File: config.mk
export PLATFORM = sky130hd
export DESIGN_NAME = fsp_sync_guard
export DESIGN_NICKNAME = d
export VERILOG_FILES = /design/src/rtl/fsp_pkg.sv /design/src/rtl/fsp_frame_counter.sv /design/src/rtl/fsp_window.sv /design/src/rtl/fsp_miss_tracker.sv /design/src/rtl/fsp_sync_guard.sv
export SDC_FILE = /design/constraint.sdc
export NUM_CORES = 1
export LEC_CHECK = 0
export BUFFER_PORTS_ARGS = -buffer_cell sky130_fd_sc_hd__buf_2
export CAP_MARGIN = 20
export CORE_ASPECT_RATIO = 0.7
export CORE_MARGIN = 4
export CORE_UTILIZATION = 30
export CTS_BUF_LIST = sky130_fd_sc_hd__clkbuf_8
export CTS_CLUSTER_SIZE = 40
export DETAILED_ROUTE_END_ITERATION = 10
export HOLD_SLACK_MARGIN = 0.02
export PLACE_DENSITY = 0.47
export SLEW_MARGIN = 30
export SYNTH_ARGS = -nofsm -noshare
export SYNTH_HDL_FRONTEND = slang
export SYNTH_SLANG_ARGS = --single-unit
export TNS_END_PERCENT = 10
File: constraint.sdc
create_clock -name clk_i -period 3.5 [get_ports clk_i]
set_input_delay 0.875 -clock clk_i [delete_from_list [all_inputs] [get_ports clk_i]]
set_output_delay 0.875 -clock clk_i [all_outputs]
set_load 0.02 [all_outputs]
File: src/rtl/fsp_pkg.sv
package fsp_pkg;

  typedef enum logic [1:0] {
    THR_SEL_A = 2'd0,
    THR_SEL_B = 2'd1,
    THR_SEL_C = 2'd2,
    THR_SEL_D = 2'd3
  } thr_sel_e;

  function automatic int max4(input int a, input int b, input int c, input int d);
    int m;
    m = a;
    if (b > m) m = b;
    if (c > m) m = c;
    if (d > m) m = d;
    return m;
  endfunction

endpackage

File: src/rtl/fsp_frame_counter.sv
module fsp_frame_counter #(
  parameter int FRAME_LEN = 588,
  localparam int CNT_W    = $clog2(FRAME_LEN)
) (
  input  logic             clk_i,
  input  logic             rst_i,
  input  logic             realign_i,
  output logic [CNT_W-1:0] cnt_o,
  output logic             pos_zero_o
);

  localparam logic [CNT_W-1:0] LAST = CNT_W'(FRAME_LEN - 1);

  logic [CNT_W-1:0] cnt_q;

  // A realigning sync marks the current cycle as position zero.
  always_ff @(posedge clk_i) begin
    if (rst_i) begin
      cnt_q <= '0;
    end else if (realign_i) begin
      cnt_q <= CNT_W'(1);
    end else if (cnt_q == LAST) begin
      cnt_q <= '0;
    end else begin
      cnt_q <= cnt_q + CNT_W'(1);
    end
  end

  assign cnt_o      = cnt_q;
  assign pos_zero_o = realign_i || (cnt_q == '0);

endmodule

File: src/rtl/fsp_window.sv
module fsp_window #(
  parameter int FRAME_LEN  = 588,
  parameter int WIN_NARROW = 3,
  parameter int WIN_WIDE   = 7,
  localparam int CNT_W     = $clog2(FRAME_LEN)
) (
  input  logic [CNT_W-1:0] cnt_i,
  input  logic             win_sel_i,
  output logic             in_win_o,
  output logic             close_o
);

  localparam logic [CNT_W-1:0] LEN_V = CNT_W'(FRAME_LEN);

  logic [CNT_W-1:0] half_w;

  always_comb begin
    half_w   = win_sel_i ? CNT_W'(WIN_WIDE) : CNT_W'(WIN_NARROW);
    in_win_o = (cnt_i <= half_w) || (cnt_i >= (LEN_V - half_w));
    close_o  = (cnt_i == half_w);
  end

endmodule

File: src/rtl/fsp_miss_tracker.sv
module fsp_miss_tracker #(
  parameter int MISS_N0 = 2,
  parameter int MISS_N1 = 4,
  parameter int MISS_N2 = 8,
  parameter int MISS_N3 = 12,
  localparam int MISS_MAX = fsp_pkg::max4(MISS_N0, MISS_N1, MISS_N2, MISS_N3),
  localparam int MISS_W   = $clog2(MISS_MAX + 1)
) (
  input  logic       clk_i,
  input  logic       rst_i,
  input  logic       proper_i,
  input  logic       close_i,
  input  logic [1:0] thr_sel_i,
  output logic       resync_o,
  output logic       lock_o
);
  import fsp_pkg::*;

  logic [MISS_W-1:0] thresh;
  logic [MISS_W-1:0] miss_q;
  logic [MISS_W-1:0] miss_inc;
  logic              hit_q;
  logic              resync_q;
  logic              lock_q;

  always_comb begin
    unique case (thr_sel_e'(thr_sel_i))
      THR_SEL_A: thresh = MISS_W'(MISS_N0);
      THR_SEL_B: thresh = MISS_W'(MISS_N1);
      THR_SEL_C: thresh = MISS_W'(MISS_N2);
      default:   thresh = MISS_W'(MISS_N3);
    endcase
    miss_inc = miss_q + MISS_W'(1);
  end

  always_ff @(posedge clk_i) begin
    if (rst_i) begin
      miss_q   <= '0;
      hit_q    <= 1'b0;
      resync_q <= 1'b1;
      lock_q   <= 1'b0;
    end else if (proper_i) begin
      miss_q   <= '0;
      hit_q    <= 1'b1;
      resync_q <= 1'b0;
      lock_q   <= 1'b1;
    end else if (close_i) begin
      hit_q <= 1'b0;
      if (!hit_q && !resync_q) begin
        miss_q <= miss_inc;
        if (miss_inc >= thresh) begin
          resync_q <= 1'b1;
          lock_q   <= 1'b0;
        end
      end
    end
  end

  assign resync_o = resync_q;
  assign lock_o   = lock_q;

endmodule

File: src/rtl/fsp_sync_guard.sv
module fsp_sync_guard #(
  parameter int FRAME_LEN  = 588,
  parameter int WIN_NARROW = 3,
  parameter int WIN_WIDE   = 7,
  parameter int MISS_N0    = 2,
  parameter int MISS_N1    = 4,
  parameter int MISS_N2    = 8,
  parameter int MISS_N3    = 12
) (
  input  logic       clk_i,
  input  logic       rst_i,
  input  logic       sync_det_i,
  input  logic [1:0] thr_sel_i,
  input  logic       win_sel_i,
  output logic       frame_stb_o,
  output logic       in_win_o,
  output logic       resync_o,
  output logic       lock_o
);

  localparam int CNT_W = $clog2(FRAME_LEN);

  logic [CNT_W-1:0] cnt;
  logic             pos_zero;
  logic             in_win;
  logic             close;
  logic             proper;
  logic             realign;
  logic             resync;
  logic             lock;
  logic             stb_q;
  logic             in_win_q;

  assign proper  = sync_det_i && in_win;
  assign realign = sync_det_i && (in_win || resync);

  fsp_frame_counter #(.FRAME_LEN(FRAME_LEN)) u_cnt (
    .clk_i      (clk_i),
    .rst_i      (rst_i),
    .realign_i  (realign),
    .cnt_o      (cnt),
    .pos_zero_o (pos_zero)
  );

  fsp_window #(
    .FRAME_LEN  (FRAME_LEN),
    .WIN_NARROW (WIN_NARROW),
    .WIN_WIDE   (WIN_WIDE)
  ) u_win (
    .cnt_i     (cnt),
    .win_sel_i (win_sel_i),
    .in_win_o  (in_win),
    .close_o   (close)
  );

  fsp_miss_tracker #(
    .MISS_N0 (MISS_N0),
    .MISS_N1 (MISS_N1),
    .MISS_N2 (MISS_N2),
    .MISS_N3 (MISS_N3)
  ) u_miss (
    .clk_i     (clk_i),
    .rst_i     (rst_i),
    .proper_i  (proper),
    .close_i   (close),
    .thr_sel_i (thr_sel_i),
    .resync_o  (resync),
    .lock_o    (lock)
  );

  always_ff @(posedge clk_i) begin
    if (rst_i) begin
      stb_q    <= 1'b0;
      in_win_q <= 1'b0;
    end else begin
      stb_q    <= pos_zero;
      in_win_q <= in_win;
    end
  end

  assign frame_stb_o = stb_q;
  assign in_win_o    = in_win_q;
  assign resync_o    = resync;
  assign lock_o      = lock;

endmodule

==> out/metrics.yaml, run 1 <==
status: "completed"
via_count: 872
power_per_cell_area_mw_per_mm2: 351
period_needed_ns: 2.24
syn_area_mm2: 0.00108
start_kind: "input pin"
antenna_cells: 0
ant_nets: 0
async_flop_share: 0
p_leak_nw: 0.502
clock_path_buffers: 2
rsz0062_at_grt: "no"
use_met1: 0.158
cts_buffers: 3
hp-class: "flop to flop"
dp_hpwl_um: 1640
drt_wl_total_um: 2220
swShare: 0.254
p_comb_frac: 0.098
wl_per_cell_um: 11.9
worst_pin_slew_ns: 0.454
fin_setup_tns_ns: 0
sequentialPowerShare: 0.537
clock-sinks: 19
cts_tree: "yes"
synth_area_leaders: "dfxtp_1 (35%), ha_1 (12%), xnor2_1 (8.1%)"
ir_drop_mv: 0.128
seq_area_frac_synth: 0.352
port_buffers: 9
drt_first_pass_iters: 4
grt_util_all_layers: 0.108
path_class: "input pin to flop"
finalSetupViolCount: 0
post-synth-top-count-cell: "dfxtp_1"
synth_flop_cell: "dfxtp_1"
synth_edf_count: 0
drive_gt1_frac: 0.137
use_met2: 0.143
ioPinCount: 10
synthCells: 129
overflow: 0
dieArea_mm2: 0.00464
rows: 17
crit_path_end_kind: "flop"
maxSlewHeadroom: 0.698
post_drt_via_cell_ratio: 4.69
ctsResizeCount: 0
grt_max_degree: 12
clockPowerShare: 0.365
use_met3: 0.0435
cts_hold_buf: 0
start_util: 0.328
critPathArrivalTime_ns: 2.40
yosys.cell_types.count: 31
yosys.area.top_type: "dfxtp_1"
drv_cap: 0
clk_pin_slew_ns: 0.08
crit_required_ns: 3.66
avgSynthCellArea_um2: 8.38
dp.cells: 182
cp_max_fo: 11
synth-seq-cells: 19
drc_errors: 0
p_switching_mw: 0.108
busiest_layer: "met1"
area_growth_syn_to_layout_pct: 12.2
die_w_um: 79.8
grt_pass1_vias: 827
hold_viol_final: 0
syn_nets: 145
final.setup_skew_ns: 0.0128
yosys_warnings: 0
maxSlewViolCount: 0
clk_latency_ns: 0.26
htreeDepth: 1
drtIter0Drc: 40
antenna_found_initial: 0
coreArea_mm2: 0.00330
fin_nets: 156
max_freq_mhz: 446
postCtsSetupRepairBufs: 0
die_h_um: 58.2
gp_congestion: 0.778
synth_top_area_share: 0.352
period_share: 0.641
synth_common_cells: "dfxtp_1 (19), nor2_1 (18), nand2_1 (14)"
grt_pass1_wl_um: 3890
stdcell_count: 186
cts-root-buf: "clkbuf_8"
internal_power_mw: 0.317
## power by group through the flow
stage	Clock, mW	Combinational (mW)	Sequential, mW
after floorplan	0	0.0252	0.237
after global placement	0	0.0417	0.234
after detailed placement	0	0.0413	0.234
after CTS	0.160	0.0415	0.229
after global routing	0.173	0.0473	0.230
final	0.155	0.0416	0.229
## layer usage
layer	part of all wire	up-vias	wire [um]
li1	-	457	-
met3	0.055	7	122
met4	0.012	0	27
met2	0.35	23	786
met1	0.58	385	1280
met5	0	-	0
## per-stage QoR
step / setup slack (ns) / power, mW / hold slack (ns) / utilization / area [um^2]
6_report: 1.26 / 0.426 / 0.478 / 0.368 / 1210
4_1_cts: 1.27 / 0.430 / 0.478 / 0.368 / 1210
5_1_grt: 1.18 / 0.450 / 0.509 / 0.368 / 1210
2_1_floorplan: 1.36 / 0.262 / 0.449 / - / 1080
3_5_place_dp: 0.994 / 0.275 / 0.453 / 0.354 / 1170
3_3_place_gp: 1.04 / 0.276 / 0.451 / 0.354 / 1170
## layout by cell type, fill, tap and decap left out, types with 3 or more instances in the layout
cell type / Yosys / final
nor2_1: 18 / 18
xor2_1: 3 / 3
buf_2: 0 / 9
nor3_1: 5 / 5
clkbuf_8: 0 / 3
nand4_1: 5 / 5
nand2_1: 14 / 14
xnor2_1: 10 / 10
ha_1: 10 / 10
dfxtp_1: 19 / 19
a21oi_1: 4 / 4
o21ai_0: 5 / 5
inv_1: 9 / 9
nand3_1: 5 / 5
## final cells by class
class / count / area [um^2]
inverters: 9 / 33.8
flip-flops and latches: 19 / 380
well taps: 47 / 58.8
fillers: 356 / 2080
repair buffers: 9 / 45.0
clock buffers: 3 / 41.3
clock inverters: 1 / 5.00
multi-input cells: 98 / 648
## registers in the layout, summed over array words and instances, names as in the netlist
register	flops
u_miss.resync_o	1
u_cnt.cnt_o	10
u_miss.lock_o	1
frame_stb_o	1
u_miss.miss_q	4
in_win_o	1
u_miss.hit_q	1
## critical path, cell delays in order
cell and delay (ns):
buf_2 0.09, inv_1 0.04, ha_1 0.31, o21ai_0 0.13, a31oi_2 0.18, o31a_1 0.46, a22o_2 0.32
## final timing paths
| kind | start | to | slack [ns] | depth (start not counted) |
|---|---|---|---|---|
| worst max register to register | u_cnt.cnt_o[1] | u_cnt.cnt_o[0] | 1.48 | 6 |
| worst min register to register | u_miss.lock_o | u_miss.lock_o | 0.48 | 2 |
| worst min-delay path | u_miss.lock_o | u_miss.lock_o | 0.48 | 2 |
| worst max-delay path | win_sel_i | u_cnt.cnt_o[0] | 1.26 | 7 |
## logic make-up (layout without fill, tap and decap cells)
kind of cell               Yosys count  count (layout)  synth area share
AOI/OAI and AO/OA                   19              19             0.124
xor gates and xnor gates            13              13             0.105
adders and majority gates           10              10             0.116
buffers and inverters               12              22            0.0486
DFF                                 19              19             0.352
and+or+nand+nor                     56              56             0.255
(Power assumes the default switching activity.)
==> run 2, diff against run 1 <==
- ABC_AREA: unset -> 1
- PLACE_DENSITY: 0.47 -> 0.48
- clock period: 3.5 -> 1.95 ns (I/O delays scaled with it)
==> out/metrics.yaml, run 2 <==
grt_pass1_wl_um: 4070  # +4.6%
setup_ws_ns: 0.315  # -0.943 ns
period_share: 0.838
hold_viol_final: 0  # unchanged
synth_edf_count: 0  # unchanged
dieArea_mm2: 0.00502  # +8.1%
cp_max_fo: 4  # -7
grt_util_all_layers: 0.102  # -0.00528
maxSlewViolCount: 0  # unchanged
ioPinCount: 10  # unchanged
die_w_um: 83.0  # +4.1%
reg2reg_from: "u_miss.miss_q[0]"
area_growth_syn_to_layout_pct: 13.6
grt_pass1_vias: 903  # +9.2%
ctsResizeCount: 0  # unchanged
r2r_end: "u_miss.resync_o"
path_class: "flop to flop"
drtIter0Drc: 55  # +38%
clk_latency_ns: 0.25  # about the same
ir_drop_mv: 0.257  # +100%
avgSynthCellArea_um2: 7.43  # -11%
synthCells: 159  # +23%
htreeDepth: 1  # unchanged
critPathLaunch: "u_miss.miss_q[0]"
cts_tree: "yes"
cts_buffers: 3  # unchanged
synth-seq-cells: 19  # unchanged
cts_hold_buf: 0  # unchanged
rsz0062_at_grt: "no"
wl_per_cell_um: 10.6  # -11%
port_buffers: 9  # unchanged
yosys_warnings: 0  # unchanged
maxSlewHeadroom: 0.805  # +0.107
overflow: 0  # unchanged
layout_common_cells: "nand2_1 (29), inv_1 (26), dfxtp_1 (19), nor2_2 (14), nor2_1 (12)"
synth_top_area_share: 0.322  # -0.0298
gp_congestion: 0.792  # +1.8%
syn_area_mm2: 0.00118  # +9.3%
max_freq_mhz: 612
synth_flop_cell: "dfxtp_1"
via_count: 953  # +9.3%
cp-endpoint: "u_miss.resync_o"
yosys.area.top_type: "dfxtp_1"
crit_path_end_kind: "flop"
coreArea_mm2: 0.00365  # +11%
final.setup_skew_ns: 0.00144  # -0.0114 ns
grt_max_degree: 11  # -1
crit_required_ns: 2.10  # -1.56 ns
status: "completed"
fin_area_mm2: 0.00134  # +11%
synth_area_leaders: "dfxtp_1 (32%), ha_1 (11%), nand2_1 (9.2%)"
seq_area_frac_synth: 0.322  # -0.0298
clock_path_buffers: 2  # unchanged
rows: 18  # +1
drc_errors: 0  # unchanged
power_per_cell_area_mw_per_mm2: 570  # +62%
syn_nets: 175  # +21%
ant_nets: 0  # unchanged
largest_reg_flops: 10  # unchanged
nFillCells: 398  # +12%
cts-root-buf: "clkbuf_8"
finalSetupViolCount: 0  # unchanged
post-place-ws_ns: 0.100  # -0.894 ns
drv_cap: 0  # unchanged
post_drt_via_cell_ratio: 4.27  # -8.8%
die_h_um: 60.5  # +3.9%
final_common_cell: "nand2_1"
ff2ff_setup_slack_ns: 0.32  # -1.16 ns
async_flop_share: 0  # unchanged
worst_pin_slew_ns: 0.291  # -0.163 ns
ff2ff_path_depth: 9  # +3
start_util: 0.324  # -0.00416
p_leak_nw: 0.602  # +20%
post-synth-top-count-cell: "nand2_1"
drt_first_pass_iters: 4  # unchanged
fin_nets: 190  # +22%
synth_common_cells: "nand2_1 (29), inv_1 (25), dfxtp_1 (19)"
seq_area_um2: 380  # unchanged
stdcell_count: 223  # +20%
power_mw: 0.765  # +80%
drt_wl_total_um: 2370  # +6.8%
postCtsSetupRepairBufs: 0  # unchanged
clk_pin_slew_ns: 0.07  # about the same
hp-class: "input pin to flop"
fin_setup_tns_ns: 0  # unchanged
critPathArrivalTime_ns: 1.79  # -0.61 ns
dp.cells: 219  # +20%
holdWs_ns: 0.459  # -0.0189 ns
antenna_found_initial: 0  # unchanged
period_needed_ns: 1.63
placed_area_mm2: 0.00130  # +11%
final_util: 0.368  # about the same
multi_input_area_um2: 696  # +7.3%
clock-sinks: 19  # unchanged
antenna_cells: 0  # unchanged
drive_gt1_frac: 0.237  # +0.100
dp_hpwl_um: 1950  # +19%
yosys.cell_types.count: 24  # -23%
start_kind: "flop"
## run 2: worst min path at each step
| stage | slack [ns] | endpoint | depth (start not counted) | startpoint |
|---|---|---|---|---|
| after global routing | 0.46 | u_miss.lock_o | 2 | rst_i |
| after floorplan | 0.45 | u_miss.hit_q | 2 | u_miss.hit_q |
| after detailed placement | 0.46 | u_miss.lock_o | 2 | u_miss.lock_o |
| after CTS | 0.45 | u_miss.lock_o | 2 | rst_i |
| final | 0.46 | u_miss.lock_o | 2 | rst_i |
| after global placement | 0.45 | u_miss.lock_o | 2 | u_miss.lock_o |
## run 2: logic make-up (layout without fill, tap and decap cells)
logic type | Yosys count | after routing | share of synthesized area
xor+xnor | 10 | 10 | 0.0742
buf+inv | 28 | 42 | 0.0890
flops | 19 | 19 | 0.322
simple gates | 83 | 83 | 0.368
compound gates | 9 | 9 | 0.0413
fa+ha+maj | 10 | 10 | 0.106
## run 2: routing by layer
layer / global-route usage / vias up / part of all wire
li1: - / 524 / -
met1: 0.144 / 415 / 0.56
met2: 0.151 / 12 / 0.40
met3: 0.0393 / 2 / 0.043
met4: 0.0210 / 0 / 0.0042
met5: 0 / - / 0
## run 2: report_power, final
group          switching [mW]  internal, mW  leakage (nW)
clock network           0.131         0.140        0.0269
logic                  0.0548        0.0304         0.419
registers             0.00845         0.400         0.155
## run 2: final cells by class
type / count / share of cell area
tap: 50 / 0.0466
inverter: 28 / 0.0784
multi-input combinational: 112 / 0.519
timing repair buffer: 10 / 0.0392
sequential: 19 / 0.284
clock inverter: 1 / 0.00280
clock buffer: 3 / 0.0308
## run 2: worst max-delay path, stage by stage (launching register included)
cell     delay (ns)
dfxtp_1        0.40
nand3_1        0.11
xnor2_1        0.21
ha_1           0.29
a21oi_1        0.16
nand3_1        0.10
nand3_1        0.11
nand2_1        0.06
nand2_1        0.05
nand2_1        0.04
